===== src/rtl/prio_merge_pkg.sv =====
// Package: shared types for the two-input priority merge.
// Assumes: nothing; holds only type and helper definitions.
package prio_merge_pkg;

    // Source chosen to load the output register in a cycle.
    typedef enum logic [1:0] {
        SRC_IDLE  = 2'd0,
        SRC_QUEUE = 2'd1,
        SRC_LO    = 2'd2,
        SRC_HI    = 2'd3
    } src_t;

    // Build the selection code {primary valid, secondary valid, queue non-empty}.
    function automatic logic [2:0] make_code(input logic hv, input logic lv, input logic qn);
        return {hv, lv, qn};
    endfunction

endpackage


===== src/rtl/pm_queue.sv =====
// Module: pm_queue
// Circular side queue for parked secondary words. Supports a push and a
// pop in the same cycle. Assumes: the caller never pops while empty; a
// push while full without a pop is dropped, so the caller must prevent it.
module pm_queue #(
    parameter int DATA_W = 16,
    parameter int DEPTH  = 8
) (
    input  logic              clk,
    input  logic              rst_n,
    input  logic              push,
    input  logic [DATA_W-1:0] push_data,
    input  logic              pop,
    output logic [DATA_W-1:0] head_data,
    output logic              empty,
    output logic              full,
    output logic [$clog2(DEPTH+1)-1:0] count
);
    localparam int AW = (DEPTH > 1) ? $clog2(DEPTH) : 1;
    localparam int CW = $clog2(DEPTH + 1);
    localparam logic [AW-1:0] LAST = AW'(DEPTH - 1);
    localparam logic [CW-1:0] FULL_CNT = CW'(DEPTH);

    logic [DATA_W-1:0] mem [DEPTH];
    logic [AW-1:0]     wr_ptr;
    logic [AW-1:0]     rd_ptr;
    logic [CW-1:0]     cnt;
    logic              do_push;
    logic              do_pop;

    // Qualify push and pop against the occupancy.
    always_comb begin
        do_pop  = pop && (cnt != '0);
        do_push = push && ((cnt != FULL_CNT) || do_pop);
    end

    // Store a pushed word at the write pointer.
    always_ff @(posedge clk) begin
        if (do_push) begin
            mem[wr_ptr] <= push_data;
        end
    end

    // Advance the pointers and the occupancy count.
    always_ff @(posedge clk) begin
        if (!rst_n) begin
            wr_ptr <= '0;
            rd_ptr <= '0;
            cnt    <= '0;
        end else begin
            if (do_push) begin
                wr_ptr <= (wr_ptr == LAST) ? '0 : wr_ptr + 1'b1;
            end
            if (do_pop) begin
                rd_ptr <= (rd_ptr == LAST) ? '0 : rd_ptr + 1'b1;
            end
            case ({do_push, do_pop})
                2'b10:   cnt <= cnt + 1'b1;
                2'b01:   cnt <= cnt - 1'b1;
                default: cnt <= cnt;
            endcase
        end
    end

    // Expose the head word and the occupancy flags.
    always_comb begin
        head_data = mem[rd_ptr];
        empty     = (cnt == '0);
        full      = (cnt == FULL_CNT);
        count     = cnt;
    end

endmodule


===== src/rtl/pm_arbiter.sv =====
// Module: pm_arbiter
// Decodes the three-bit selection code into the output source, the queue
// push and pop, and the upstream pauses. Purely combinational.
// Assumes: the output pause freezes all movement for that cycle.
module pm_arbiter
    import prio_merge_pkg::*;
#(
    parameter int DATA_W = 16
) (
    input  logic              hi_valid,
    input  logic [DATA_W-1:0] hi_data,
    input  logic              lo_valid,
    input  logic [DATA_W-1:0] lo_data,
    input  logic              q_nonempty,
    input  logic              q_full,
    input  logic [DATA_W-1:0] q_head,
    input  logic              out_pause,
    output logic              hi_pause,
    output logic              lo_pause,
    output logic              q_push,
    output logic              q_pop,
    output logic              load,
    output logic              nxt_valid,
    output logic [DATA_W-1:0] nxt_data
);
    logic [2:0] code;
    src_t       src;

    // Form the selection code and choose the output source.
    always_comb begin
        code = make_code(hi_valid, lo_valid, q_nonempty);
        unique case (code)
            3'b000:          src = SRC_IDLE;
            3'b001:          src = SRC_QUEUE;
            3'b010, 3'b011:  src = SRC_LO;
            default:         src = SRC_HI;
        endcase
    end

    // Derive the pauses and the queue operations from the source.
    always_comb begin
        hi_pause = out_pause;
        lo_pause = out_pause || (hi_valid && q_full);
        load     = !out_pause;
        q_pop    = !out_pause && (src == SRC_QUEUE);
        q_push   = !out_pause && hi_valid && lo_valid && !q_full;
    end

    // Select the word that loads the output register.
    always_comb begin
        case (src)
            SRC_QUEUE: begin nxt_valid = 1'b1; nxt_data = q_head;  end
            SRC_LO:    begin nxt_valid = 1'b1; nxt_data = lo_data; end
            SRC_HI:    begin nxt_valid = 1'b1; nxt_data = hi_data; end
            default:   begin nxt_valid = 1'b0; nxt_data = '0;      end
        endcase
    end

endmodule


===== src/rtl/pm_out_reg.sv =====
// Module: pm_out_reg
// Output stage register; loads a new word when enabled and holds otherwise.
// Assumes: load is low exactly when the consumer pauses.
module pm_out_reg #(
    parameter int DATA_W = 16
) (
    input  logic              clk,
    input  logic              rst_n,
    input  logic              load,
    input  logic              nxt_valid,
    input  logic [DATA_W-1:0] nxt_data,
    output logic              out_valid,
    output logic [DATA_W-1:0] out_data
);
    // Capture or hold the output word.
    always_ff @(posedge clk) begin
        if (!rst_n) begin
            out_valid <= 1'b0;
            out_data  <= '0;
        end else if (load) begin
            out_valid <= nxt_valid;
            out_data  <= nxt_data;
        end
    end

endmodule


===== src/rtl/prio_merge_router.sv =====
// Module: prio_merge_router
// Merges a primary and a secondary thread stream onto one registered output.
// Secondary words that lose to the primary are parked in a side queue.
// Assumes: valid/pause handshake; a word moves when valid && !pause.
module prio_merge_router #(
    parameter int DATA_W = 16,
    parameter int DEPTH  = 8
) (
    input  logic              clk,
    input  logic              rst_n,
    input  logic              hi_valid,
    input  logic [DATA_W-1:0] hi_data,
    output logic              hi_pause,
    input  logic              lo_valid,
    input  logic [DATA_W-1:0] lo_data,
    output logic              lo_pause,
    output logic              out_valid,
    output logic [DATA_W-1:0] out_data,
    input  logic              out_pause
);
    localparam int CW = $clog2(DEPTH + 1);

    logic              q_push;
    logic              q_pop;
    logic              q_empty;
    logic              q_full;
    logic [DATA_W-1:0] q_head;
    logic [CW-1:0]     q_count;
    logic              load;
    logic              nxt_valid;
    logic [DATA_W-1:0] nxt_data;

    pm_queue #(.DATA_W(DATA_W), .DEPTH(DEPTH)) u_queue (
        .clk       (clk),
        .rst_n     (rst_n),
        .push      (q_push),
        .push_data (lo_data),
        .pop       (q_pop),
        .head_data (q_head),
        .empty     (q_empty),
        .full      (q_full),
        .count     (q_count)
    );

    pm_arbiter #(.DATA_W(DATA_W)) u_arb (
        .hi_valid   (hi_valid),
        .hi_data    (hi_data),
        .lo_valid   (lo_valid),
        .lo_data    (lo_data),
        .q_nonempty (!q_empty),
        .q_full     (q_full),
        .q_head     (q_head),
        .out_pause  (out_pause),
        .hi_pause   (hi_pause),
        .lo_pause   (lo_pause),
        .q_push     (q_push),
        .q_pop      (q_pop),
        .load       (load),
        .nxt_valid  (nxt_valid),
        .nxt_data   (nxt_data)
    );

    pm_out_reg #(.DATA_W(DATA_W)) u_out (
        .clk       (clk),
        .rst_n     (rst_n),
        .load      (load),
        .nxt_valid (nxt_valid),
        .nxt_data  (nxt_data),
        .out_valid (out_valid),
        .out_data  (out_data)
    );

endmodule


===== config.mk =====
export PLATFORM = sky130hd
export DESIGN_NAME = prio_merge_router
export DESIGN_NICKNAME = d
export VERILOG_FILES = /design/src/rtl/prio_merge_pkg.sv /design/src/rtl/pm_queue.sv /design/src/rtl/pm_arbiter.sv /design/src/rtl/pm_out_reg.sv /design/src/rtl/prio_merge_router.sv
export SDC_FILE = /design/constraint.sdc
export NUM_CORES = 1
export LEC_CHECK = 0
export ABC_AREA = 1
export BUFFER_PORTS_ARGS = -buffer_cell sky130_fd_sc_hd__buf_2
export CAP_MARGIN = 15
export CORE_MARGIN = 3
export CORE_UTILIZATION = 60
export CTS_BUF_LIST = sky130_fd_sc_hd__clkbuf_2
export CTS_CLUSTER_DIAMETER = 80
export DETAILED_ROUTE_END_ITERATION = 8
export GPL_ROUTABILITY_DRIVEN = 0
export GPL_TIMING_DRIVEN = 0
export HOLD_SLACK_MARGIN = 0.05
export PLACE_DENSITY = 0.84
export SYNTH_ARGS = -nofsm -noshare
export SYNTH_HDL_FRONTEND = slang
export SYNTH_SLANG_ARGS = --single-unit

===== constraint.sdc =====
create_clock -name clk -period 3.87 [get_ports clk]
set_clock_uncertainty 0.1 [all_clocks]
set_input_delay 0.5805 -clock clk [delete_from_list [all_inputs] [get_ports clk]]
set_output_delay 0.5805 -clock clk [all_outputs]
set_load 0.005 [all_outputs]

### Word level (Yosys, flattened, before mapping)

Memory sizes are Yosys's and may differ from the RTL's. A register that Yosys moved wholly into a read port is not among the register bits.
Cells that the tools add are included.

| word-level totals | value |
|---|---|
| flip-flop bits (word level) | 27 |
| bits in latches | 0 |
| bits in writable memories | 128 |
| memory bits (read-only) | 0 |
| output and inout bits | 19 |
| logic and storage cells | 50 |
| memories | 1 |

Memory list:

| name | depth | bits a word | rd ports | clocked after Yosys merged registers in | wr ports | RTL line | source |
|---|---|---|---|---|---|---|---|
| u_queue.mem | 8 | 16 | 1 | 1 | 1 | pm_queue.sv:24 | `logic [DATA_W-1:0] mem [DEPTH];` |

| operators by class | value |
|---|---|
| add/sub/neg operators | 4 |
| multiply operators | 0 |
| div/mod/pow operators | 0 |
| $lt $le $gt $ge | 0 |
| equality and inequality tests | 12 |
| shifts and indexed selects | 0 |
| multiplexer cells | 10 |
| bitwise gates (word level) | 0 |
| reductions and logical operators | 18 |

Operators with widths:

| operator | number |
|---|---|
| $pmux 16 s3 | 1 |
| $mux 3 | 4 |
| $pmux 4 s2 | 1 |
| $logic_and 1x1->1 | 7 |
| $add 3x1->3 const B | 2 |
| $eq 2x2->1 const B | 3 |
| $eq 3x2->1 const B | 2 |
| $eq 3x3->1 const B | 2 |
| $pmux 2 s3 | 1 |
| $add 4x1->4 const B | 1 |
| $eq 2x1->1 const B | 2 |
| $eq 4x4->1 const B | 1 |
| $logic_not 4->1 | 1 |
| $ne 4x4->1 const B | 1 |
| $reduce_bool 4->1 | 1 |
| $sub 4x1->4 const B | 1 |
| $eq 3x1->1 const B | 1 |
| $logic_not 1->1 | 3 |
| $logic_not 3->1 | 1 |
| $mux 1 | 3 |
| $reduce_or 3->1 | 1 |
| $logic_or 1x1->1 | 2 |
| $reduce_bool 2->1 | 1 |
| $reduce_or 2->1 | 1 |

### Logic depth before layout (Yosys ltp)

Gate-level depths: netlist (run 1).

| depth | value |
|---|---|
| word-level depth | 12 |
| mapped depth | 14 |
| depth with buffers taken out | 13 |

### Hierarchy

From an unflattened synthesis (run 1), not the netlist that was laid out.

| unflattened totals | value |
|---|---|
| cell total of the unflattened synthesis | 646 |
| area total of the unflattened synthesis | 7068.0 um2 |

By module, submodules not included:

| module | times used | cells an instance | area an instance (um2) |
|---|---|---|---|
| pm_queue | 1 | 420 | 5680.4 |
| pm_out_reg | 1 | 108 | 726.9 |
| pm_arbiter | 1 | 117 | 656.9 |
| prio_merge_router | 1 | 1 | 3.8 |

### Worst setup path after synthesis (run 1)

Ideal clock, no wire load.

| path | value |
|---|---|
| path kind | input to register |
| start | input port out_pause |
| end | memory u_queue.mem[0][0] (enable) |
| library setup time | 0.388 ns |
| arrival | 2.014 ns |
| slack | 1.368 ns |
| stages on the path | 5 |
| path buffers | 1 |
| cell sequence | buf_2 inv_1 nand4_2 or2_2 nor2_1 |

| between the ends | value |
|---|---|
| word-level cells in the longest chain between the ends | 7 |
| elaborated cells on any way between the ends | 10 |
| those cells by class | 2 x mux; 8 x reduce/logical |

Ends and longest elaborated chain:

| what | RTL line | source |
|---|---|---|
| from (decl) | prio_merge_router.sv:19 | `input logic out_pause` |
| $logic_not 1->1 * | n/a |  |
| $logic_and 1x1->1 (on tied branches) | pm_arbiter.sv:46, pm_arbiter.sv:45 |  |
| $logic_and 1x1->1 (on tied branches) | pm_arbiter.sv:46, pm_queue.sv:33 |  |
| $logic_and 1x1->1 / $logic_or 1x1->1 (equally long branches) | pm_arbiter.sv:46, pm_queue.sv:34 |  |
| $logic_and 1x1->1 * | pm_queue.sv:34 | `do_push = push && ((cnt != FULL_CNT) \|\| do_pop);` |
| $mux 1 * | pm_queue.sv:39 | `if (do_push) begin` |
| $mux 1 (not written as such) * | pm_queue.sv:40 | `mem[wr_ptr] <= push_data;` |
| to (decl) | pm_queue.sv:24 |  |

Every way passes the cells marked *; elsewhere a longest branch is shown, timed or not.

### Worst setup path after layout (run 1)

| path | value |
|---|---|
| start | input port out_pause |
| end | output port lo_pause |

| between the ends | value |
|---|---|
| word-level cells in the longest chain between the ends | 1 |

Ends and longest elaborated chain:

| what | RTL line | source |
|---|---|---|
| $logic_or 1x1->1 | pm_arbiter.sv:43 | `lo_pause = out_pause \|\| (hi_valid && q_full);` |
| to (decl) | prio_merge_router.sv:16 | `output logic lo_pause,` |

Every way passes these cells.

==> flow_metrics.tcl, run 1 <==
set metrics [dict create \
    setup_viol 0 \
    synth_top_family_by_area "simple AND/OR/NAND/NOR gates" \
    cts.sinks 158 \
    htree_levels 4 \
    vdd_ir_drop_max_v 0.0002897 \
    die_x_um 113.7 \
    synth_fa_ha_area_frac 0.01259 \
    grt_overflow 0 \
    total_power_mw 3.128 \
    hpwl_um 11630 \
    layout-drive-gt1-share 0.1890 \
    wirelength_um 17480 \
    ys_seq_elements 158 \
    syn_nets 755 \
    fin_crit_sh 0.7143 \
    antenna_left 0 \
    crit_type "in2out" \
    holdWs_ns 0.1433 \
    cts_made_buffers 17 \
    synthXorXnorAreaFrac 0.005034 \
    initial_utilization 0.6282 \
    slew_headroom 0.3389 \
    rr_endpoint "u_queue.mem[4][2]" \
    finalSetupTns_ns 0 \
    fp.dieH_um 113.7 \
    syn_inst 711 \
    end_kind "primary output" \
    critPathBufInv 6 \
    io_buffers 52 \
    slew_viol_final 0 \
    grt_util_all_layers 0.2801 \
    ys_top_cells_by_area "edfxtp_1 55%, nand2_1 13%, dfxtp_1 8.6%, nand3_1 7.3%, inv_1 3.4%" \
    path_clk_slew_ns 0.19 \
    clk_latency_ns 0.75 \
    worstRegToRegCells 5 \
    status "finished, final reports clean" \
    cp_max_fo 10 \
    worstMarginPinSlew_ns 0.9906 \
    grt_pass1_vias 5283 \
    cp_top_family "buffers and inverters" \
    synth.area.mux_share 0 \
    fmax_ghz 0.3618 \
    p_leak_nw 3.378 \
    grt_antenna_before_repair 0 \
    clock-root-buffer "clkbuf_2" \
    worstHoldPathType "in2reg" \
    post_cts_resized 0 \
    synth_top_area_frac 0.5523 \
    critPathMostFrequentCell "buf_2" \
    grt_pass1_wl_um 27020 \
    slowest_delay_ns 0.53 \
    synth_edf_count 128 \
    grt_max_degree 17 \
    timing.rr.start "u_queue.count[1]" \
    powerDensity_mw_per_mm2 392.8 \
    async_flop_share 0 \
    drt_iter0_drc 686 \
    yosys-top-cells-count "239 x nand2_1, 128 x edfxtp_1, 102 x nand3_1" \
    cap_violations 0 \
    drc 0 \
    post_cts_buffers 0 \
    fin_area_sq_mm 0.007964 \
    finish.utilization 0.7189 \
    period_minus_slack_ns 2.764 \
    drtPass1Iterations 5 \
    worstPathArrival_ns 2.08 \
    synth.distinct_cells 26 \
    syn_area_sq_mm 0.006959 \
    die_area_sq_mm 0.01293 \
    nets 851 \
    yosys_warnings 0 \
    hold_path_end "u_out.out_data[8]" \
    synth_simple_gate_area_frac 0.2467 \
    hold_depth 7 \
    synth-main-ff-cell "edfxtp_1" \
    startpoint_type "input pin" \
    io_pins 56 \
    worst_hold_startpoint "hi_data[8]" \
    syn_area_per_cell_sq_um 9.788 \
    fp.coreArea_sq_mm 0.01108 \
    required_ns 3.19 \
    antenna_cells 0 \
    synth-compound-area-share 0.03254 \
    vias 5445 \
    r2r_setup_slack_ns 1.28 \
    path_cells "dlygate4sd3_1 -> buf_2 -> inv_1 -> buf_2 -> buf_2 -> o21ai_0 -> buf_2" \
    synth.most_common_cell "nand2_1" \
    ys_seq_area_frac 0.6386 \
    dpl_cell_area_sq_mm 0.007520 \
    areaGrowthSynthToFinish_pct 14.44 \
    synth.largest_area_cell "edfxtp_1" \
    grt_setup_unrepaired "false" \
    wl_per_cell_um 18.21 \
    final_hold_viol_count 0 \
    crit_slowest_cell "dlygate4sd3_1" \
    cts_tree "done" \
    via_per_inst 5.672 \
    clock_path_buffers 2 \
    rows 38 \
]
-- power by group --
group,total (mW),internal [mW],switching [mW],leakage (nW)
sequential,1.87,1.86,0.0138,1.40
combinational,0.273,0.0979,0.175,1.83
clock,0.982,0.415,0.567,0.152
-- routing by layer --
metal | vias up | GRT usage | part of all wire
met4 | 0 | 0.1298 | 0.026
met5 | - | 0 | 0
met1 | 2515 | 0.3525 | 0.36
met2 | 365 | 0.4566 | 0.48
li1 | 2521 | - | -
met3 | 44 | 0.07268 | 0.13
-- sequential cells by signal, summed over array words and instances, names as in the netlist, named ones only --
name             count
u_queue.count        4
u_out.out_valid      1
u_queue.mem        128
u_queue.wr_ptr       3
u_queue.rd_ptr       3
u_out.out_data      16
-- kinds of logic after synthesis --
kind of cell               after synthesis
AOI/OAI and AO/OA                       32
xor gates and xnor gates                 4
adders and majority gates                7
buffers and inverters                  103
DFF                                    158
and+or+nand+nor                        407
-- placed cells by master, fill, tap and decap left out --
cell,instances
nand2_4,1
buf_4,6
buf_6,2
nor2_1,38
clkinv_4,1
nor2_2,9
clkinv_2,4
a21oi_2,10
dlygate4sd3_1,18
bufinv_16,4
o211a_1,2
clkinv_1,3
or2_2,16
a21oi_1,12
ha_1,7
o21ai_0,6
inv_2,4
edfxtp_1,128
a31oi_4,1
xnor2_1,1
buf_8,7
clkbuf_1,11
clkinvlp_4,3
dfxtp_1,30
a22oi_1,1
nand4_2,1
nand4_1,1
inv_1,63
clkbuf_2,18
buf_2,68
xor2_1,3
nand3_1,102
nand2_1,239
-- worst register-to-register path: stages (launching register included) --
cell and delay [ns]:
dfxtp_1 0.50, nor2_2 0.11, nand3_1 0.13, nand4_2 0.20, or2_2 0.41, nor2_2 0.77
-- layout make-up --
cell class	count	area (sq um)
inverter	68	260.3
sequential	158	4444
multi-input combinational	450	2086
timing repair buffer	77	545.5
tap	140	175.2
clock buffer	18	90.09
fill	737	3114
clock inverter	14	173.9
buffer	35	188.9
-- stage by stage --
stage / cells / setup slack [ns]
floorplan: 711 / 1.368
global placement: 903 / 0.6626
detailed placement: 910 / 1.037
CTS: 960 / 1.112
global route: 960 / 0.9688
finish: 960 / 1.106
-- worst max-delay path by stage --
| stage | endpoint | start | cells after the start | slack (ns) |
|---|---|---|---|---|
| global placement | u_queue.mem[6][13] | lo_valid | 4 | 0.66 |
| CTS | lo_pause | out_pause | 7 | 1.11 |
| detailed placement | u_queue.count[2] | lo_valid | 13 | 1.04 |
| floorplan | u_queue.mem[0][0] | out_pause | 5 | 1.37 |
| global route | lo_pause | out_pause | 7 | 0.97 |
| finish | lo_pause | out_pause | 7 | 1.11 |
-- what timing repair did --
item                                    CTS  global route
endpoints found under the setup margin    0             0
endpoints found under the hold margin   141             0
hold buffers                             18             0
No activity file was read; power rests on OpenSTA's default activity.
==> run 2, diff against run 1 <==
clock period = 2.6 ns   (was 3.87 ns; I/O delays follow)
==> run 2 against run 1 <==
  * The flow now finishes with violations (design-rule violations)
  * Clock power up 48%
  * Wire length up 3.0%
  * Worst setup slack worse by 0.89 ns
  * Critical path type unchanged
  * Register-to-register slack worse by 1.1 ns
  * Critical endpoint unchanged
  * Core utilization up 1.7 points
  * Non-clock buffer count up 19
  * Power up 49%
  * Global-route usage up 0.86 points
==> flow_metrics.tcl, run 2 (synthesis results as in run 1) <==
set metrics [dict create \
    grt_util_all_layers 0.2887 \
    layout_commonest_cell "nand2_1" \
    fmax_ghz 0.4191 \
    grt_antenna_before_repair 0 \
    total_power_mw 4.674 \
    grt_pass1_wl_um 27880 \
    die_x_um 113.7 \
    slew_headroom 0.5277 \
    final_hold_viol_count 0 \
    crit_slowest_cell "dlygate4sd3_1" \
    powerDensity_mw_per_mm2 573.1 \
    drt_iter0_drc 692 \
    fin_area_sq_mm 0.008157 \
    required_ns 2.11 \
    cts_made_buffers 17 \
    layout_common_cells "239 x nand2_1, 128 x edfxtp_1, 102 x nand3_1, 68 x buf_2, 63 x inv_1" \
    slew_viol_final 0 \
    p_seq_frac 0.596 \
    clock_path_buffers 2 \
    crit_type "in2out" \
    vdd_ir_drop_max_v 0.0004357 \
    violations "design-rule violations" \
    largest_register_ffs 128 \
    clock_power_share 0.311 \
    io_pins 56 \
    via_per_inst 5.673 \
    initial_utilization 0.6282 \
    slowest_delay_ns 0.53 \
    wl_per_cell_um 18.40 \
    end_kind "primary output" \
    worstRegToRegCells 6 \
    rows 38 \
    worstPathArrival_ns 1.90 \
    status "complete, but fails checks" \
    fp.dieH_um 113.7 \
    vias 5554 \
    worstHoldPathType "in2reg" \
    drc 14 \
    final_cells 979 \
    htree_levels 4 \
    cap_violations 0 \
    hold_depth 7 \
    holdWs_ns 0.1156 \
    power.internal_mw 3.549 \
    worst_hold_startpoint "lo_valid" \
    period_minus_slack_ns 2.386 \
    drtPass1Iterations 9 \
    setup_viol 0 \
    die_area_sq_mm 0.01293 \
    grt_pass1_vias 5452 \
    swShare 0.2408 \
    antenna_left 0 \
    fin_crit_sh 0.9178 \
    grt_max_degree 17 \
    hold_path_end "u_out.out_data[5]" \
    grt_overflow 0 \
    hpwl_um 11630 \
    post-place-cells 910 \
    clock-root-buffer "clkbuf_2" \
    pre_cts_ws_ns -0.04208 \
    power_switching_mw 1.125 \
    dpl_cell_area_sq_mm 0.007520 \
    cts_tree "done" \
    largest_register "u_queue.mem" \
    r2r_setup_slack_ns 0.22 \
    rr_endpoint "u_queue.mem[6][13]" \
    cp_max_fo 10 \
    antenna_cells 0 \
    layout-drive-gt1-share 0.1859 \
    grt_setup_unrepaired "false" \
    power_frac_comb 0.093 \
    fp.coreArea_sq_mm 0.01108 \
    path_clk_slew_ns 0.23 \
    wirelength_um 18010 \
    clk_latency_ns 0.74 \
    worstMarginPinSlew_ns 0.7085 \
    startpoint_type "input pin" \
    path_cells "dlygate4sd3_1 -> buf_2 -> inv_1 -> buf_2 -> buf_2 -> o21ai_0 -> buf_2" \
    nets 870 \
    timing.rr.start "u_queue.count[1]" \
    p_leak_nw 3.457 \
    post-route-worst-setup-slack_ns 0.2137 \
    cts.sinks 158 \
    io_buffers 52 \
    areaGrowthSynthToFinish_pct 17.21 \
    critPathMostFrequentCell "buf_2" \
]
## run 2: changes by cell type in the layout (fill, tap and decap cells not counted), sizes merged
cell / delta
buf: +1
dlygate4sd3: +18
## run 2: cell type report
| class | instances | area, sq um |
|---|---|---|
| Buffer | 35 | 188.9 |
| Clock buffer | 18 | 90.09 |
| Clock inverter | 14 | 173.9 |
| Fill cell | 704 | 2922 |
| Inverter | 68 | 260.3 |
| Multi-Input combinational cell | 450 | 2091 |
| Sequential cell | 158 | 4444 |
| Tap cell | 140 | 175.2 |
| Timing Repair Buffer | 96 | 733.2 |
## run 2: per-stage QoR
stage | TNS, ns | util
detailed placement | -0.04208 | 0.6788
global route | 0 | 0.7363
CTS | 0 | 0.7351
global placement | -38.27 | 0.6675
finish | 0 | 0.7363
floorplan | 0 | -
## run 2: worst max-delay path by stage
stage,slack (ns),start,endpoint
after floorplan,0.29,out_pause,u_queue.mem[0][0]
after global placement,-0.42,lo_valid,u_queue.mem[6][13]
after detailed placement,-0.04,lo_valid,u_queue.count[2]
after CTS,0.05,u_queue.count[1],u_queue.mem[4][2]
after global routing,0.02,u_queue.count[0],u_queue.count[2]
final,0.21,out_pause,lo_pause
## run 2: critical path, delay by kind of cell
| family | cells | cell delay [ns] |
|---|---|---|
| AOI/OAI and AO/OA | 1 | 0.12 |
| buffers and inverters | 6 | 1.37 |
## run 2: layer usage
metal,wire length (um),track usage,vias up
met5,0,0,-
met2,8627,0.4684,405
met1,6507,0.3661,2528
met4,582,0.1426,0
met3,2296,0.06790,57
li1,-,-,2564
## run 2: power by group through the flow
stage	registers (mW)	clock network, mW	logic (mW)
2_1_floorplan	2.84	0	0.217
3_3_place_gp	2.84	0	0.354
3_5_place_dp	2.84	0	0.374
4_1_cts	2.79	1.45	0.419
5_1_grt	2.79	1.58	0.473
6_report	2.79	1.45	0.435
## run 2: timing repair
| item | 4_1_cts | 5_1_grt |
|---|---|---|
| hold buffers | 36 | 0 |
| buffers inserted | 0 | 1 |
| endpoints found under the hold margin | 153 | 0 |
| gates resized for setup | 0 | 1 |
| endpoints found under the setup margin | 0 | 18 |
==> run 3, diff against run 2 <==
clock period = 3.1 ns   (was 2.6 ns; I/O delays follow)
==> run 3 against run 2 <==
  * The flow now finishes without violations
  * Worst hold slack got worse by 0.043 ns
  * Combinational power fell by 20%
  * Global-route usage fell by 0.48 points
  * Via count fell by 1.7%
  * Clock power fell by 15%
  * Die area did not move
  * Flip-flop and latch count did not move
  * Power fell by 16%
  * Final cell count fell by 1.1%
  * Register-to-register slack improved by 0.29 ns
  * First-iteration DRC count fell by 16%
  * Largest power group unchanged
  * Highest routed layer unchanged
==> flow_metrics.tcl, run 3 (synthesis results as in run 1) <==
set metrics [dict create \
    status "finished, final reports clean" \
    fill_cells 731 \
    grt_use_met3 0.07745 \
    post_cts_resized 0 \
    cts_made_buffers 17 \
    drc 0 \
    r2r_setup_slack_ns 0.51 \
    end_kind "flip-flop" \
    layout_commonest_cell "nand2_1" \
    cap_violations 0 \
    hold_path_end "u_out.out_data[14]" \
    clk_latency_ns 0.77 \
    final_hold_viol_count 0 \
    largest_register "u_queue.mem" \
    drt_iter0_drc 578 \
    clock_path_buffers 2 \
    clock-root-buffer "clkbuf_2" \
    ff_latch_area_sq_mm 0.004444 \
    fp.dieH_um 113.7 \
    drtPass1Iterations 5 \
    crit_type "reg2reg" \
    path_cells "nor2_2 -> nand3_1 -> nand4_2 -> or2_2 -> nor2_2" \
    grt_max_degree 17 \
    layout_common_cells "239 x nand2_1, 128 x edfxtp_1, 102 x nand3_1, 68 x buf_2, 63 x inv_1" \
    post_cts_buffers 0 \
    vdd_ir_drop_max_v 0.0003658 \
    ctsHoldBuffers 26 \
    grt_overflow 0 \
    swShare 0.2433 \
    grt_pass1_vias 5337 \
    layout-drive-gt1-share 0.1872 \
    fp.coreArea_sq_mm 0.01108 \
    die_area_sq_mm 0.01293 \
    startpoint_type "flip-flop" \
    required_ns 3.39 \
    nets 859 \
    powerDensity_mw_per_mm2 487.5 \
    critPathMostFrequentCell "nor2_2" \
    worstPathArrival_ns 2.88 \
    power_frac_comb 0.089 \
    grt_util_all_layers 0.2839 \
    io_pins 56 \
    rr_endpoint "u_queue.mem[4][2]" \
    wirelength_um 17840 \
    worstMarginPinSlew_ns 0.9872 \
    grt_setup_unrepaired "false" \
    met1_usage 0.3539 \
    htree_levels 4 \
    hpwl_um 11630 \
    largest_register_ffs 128 \
    holdWs_ns 0.07297 \
    worstHoldPathType "in2reg" \
    wl_per_cell_um 18.43 \
    vias 5460 \
    die_x_um 113.7 \
    worst_hold_startpoint "hi_data[14]" \
    setup_viol 0 \
    cts_tree "done" \
    grt_antenna_before_repair 0 \
    grt_use_met2 0.4621 \
    areaGrowthSynthToFinish_pct 15.59 \
    crit_slowest_cell "nor2_2" \
    slew_headroom 0.3412 \
    grt_pass1_wl_um 27320 \
    worstRegToRegCells 5 \
    p_seq_frac 0.596 \
    timing.rr.start "u_queue.count[1]" \
    initial_utilization 0.6282 \
    slew_viol_final 0 \
    fin_crit_sh 0.8351 \
    antenna_left 0 \
    period_minus_slack_ns 2.589 \
    finalSetupTns_ns 0 \
    path_clk_slew_ns 0.20 \
    p_leak_nw 3.411 \
    io_buffers 52 \
    slowest_delay_ns 0.77 \
    power_switching_uw 954.0 \
    via_per_inst 5.640 \
    clock_power_share 0.315 \
    cp_max_fo 16 \
    fmax_ghz 0.3863 \
    power.internal_mw 2.968 \
    rows 38 \
    cts.sinks 158 \
    multi_input_area_sq_mm 0.002086 \
    antenna_cells 0 \
    grt_busiest_layer "met2" \
    hold_depth 7 \
]
run 3: cell types whose count changed in the layout (fill, tap and decap cells not counted), sizes merged:
cell | before | now
buf | 84 | 83
dlygate4sd3 | 36 | 26
run 3: power by group through the flow:
stage	registers [mW]	logic (mW)	clock network, mW
CTS	2.34	0.342	1.22
global route	2.34	0.383	1.33
finish	2.34	0.350	1.23
global placement	2.38	0.297	0
detailed placement	2.38	0.314	0
floorplan	2.38	0.182	0
run 3: worst max-delay path by stage:
stage | startpoint | to | slack (ns) | depth (start not counted)
6_report | u_queue.count[1] | u_queue.mem[4][2] | 0.51 | 5
5_1_grt | u_queue.count[0] | u_queue.count[2] | 0.32 | 11
4_1_cts | u_queue.count[1] | u_queue.mem[4][2] | 0.54 | 5
3_5_place_dp | lo_valid | u_queue.count[2] | 0.38 | 13
3_3_place_gp | lo_valid | u_queue.mem[6][13] | 0.008 | 4
2_1_floorplan | out_pause | u_queue.mem[0][0] | 0.71 | 5
run 3: final cells by class:
cell class,count,area share
Buffer,35,0.02349
Clock buffer,18,0.01120
Clock inverter,14,0.02162
Inverter,68,0.03235
Multi-Input combinational cell,450,0.2593
Sequential cell,158,0.5525
Tap cell,140,0.02178
Timing Repair Buffer,85,0.07777
run 3: worst max-delay path: cells and delay by family, from the launching register on:
kind          cells  cell delay [ns]
simple gates      5             1.61
flops             1             0.50
run 3: per-layer routing:
layer / up-vias / part of all wire
li1: 2535 / -
met1: 2499 / 0.37
met2: 375 / 0.48
met3: 51 / 0.12
met4: 0 / 0.029
met5: - / 0
run 3: stage by stage:
step                      instances  utilization  power (mW)  area, sq um  setup slack (ns)
final                           968       0.7261       3.922         8044            0.5113
after detailed placement        910       0.6788       2.697         7520            0.3829
after global placement          903       0.6675       2.678         7395          0.008093
after floorplan                 711            -       2.565         6959            0.7134
after global routing            968       0.7261       4.052         8044            0.3192
after CTS                       968       0.7261       3.897         8044            0.5356
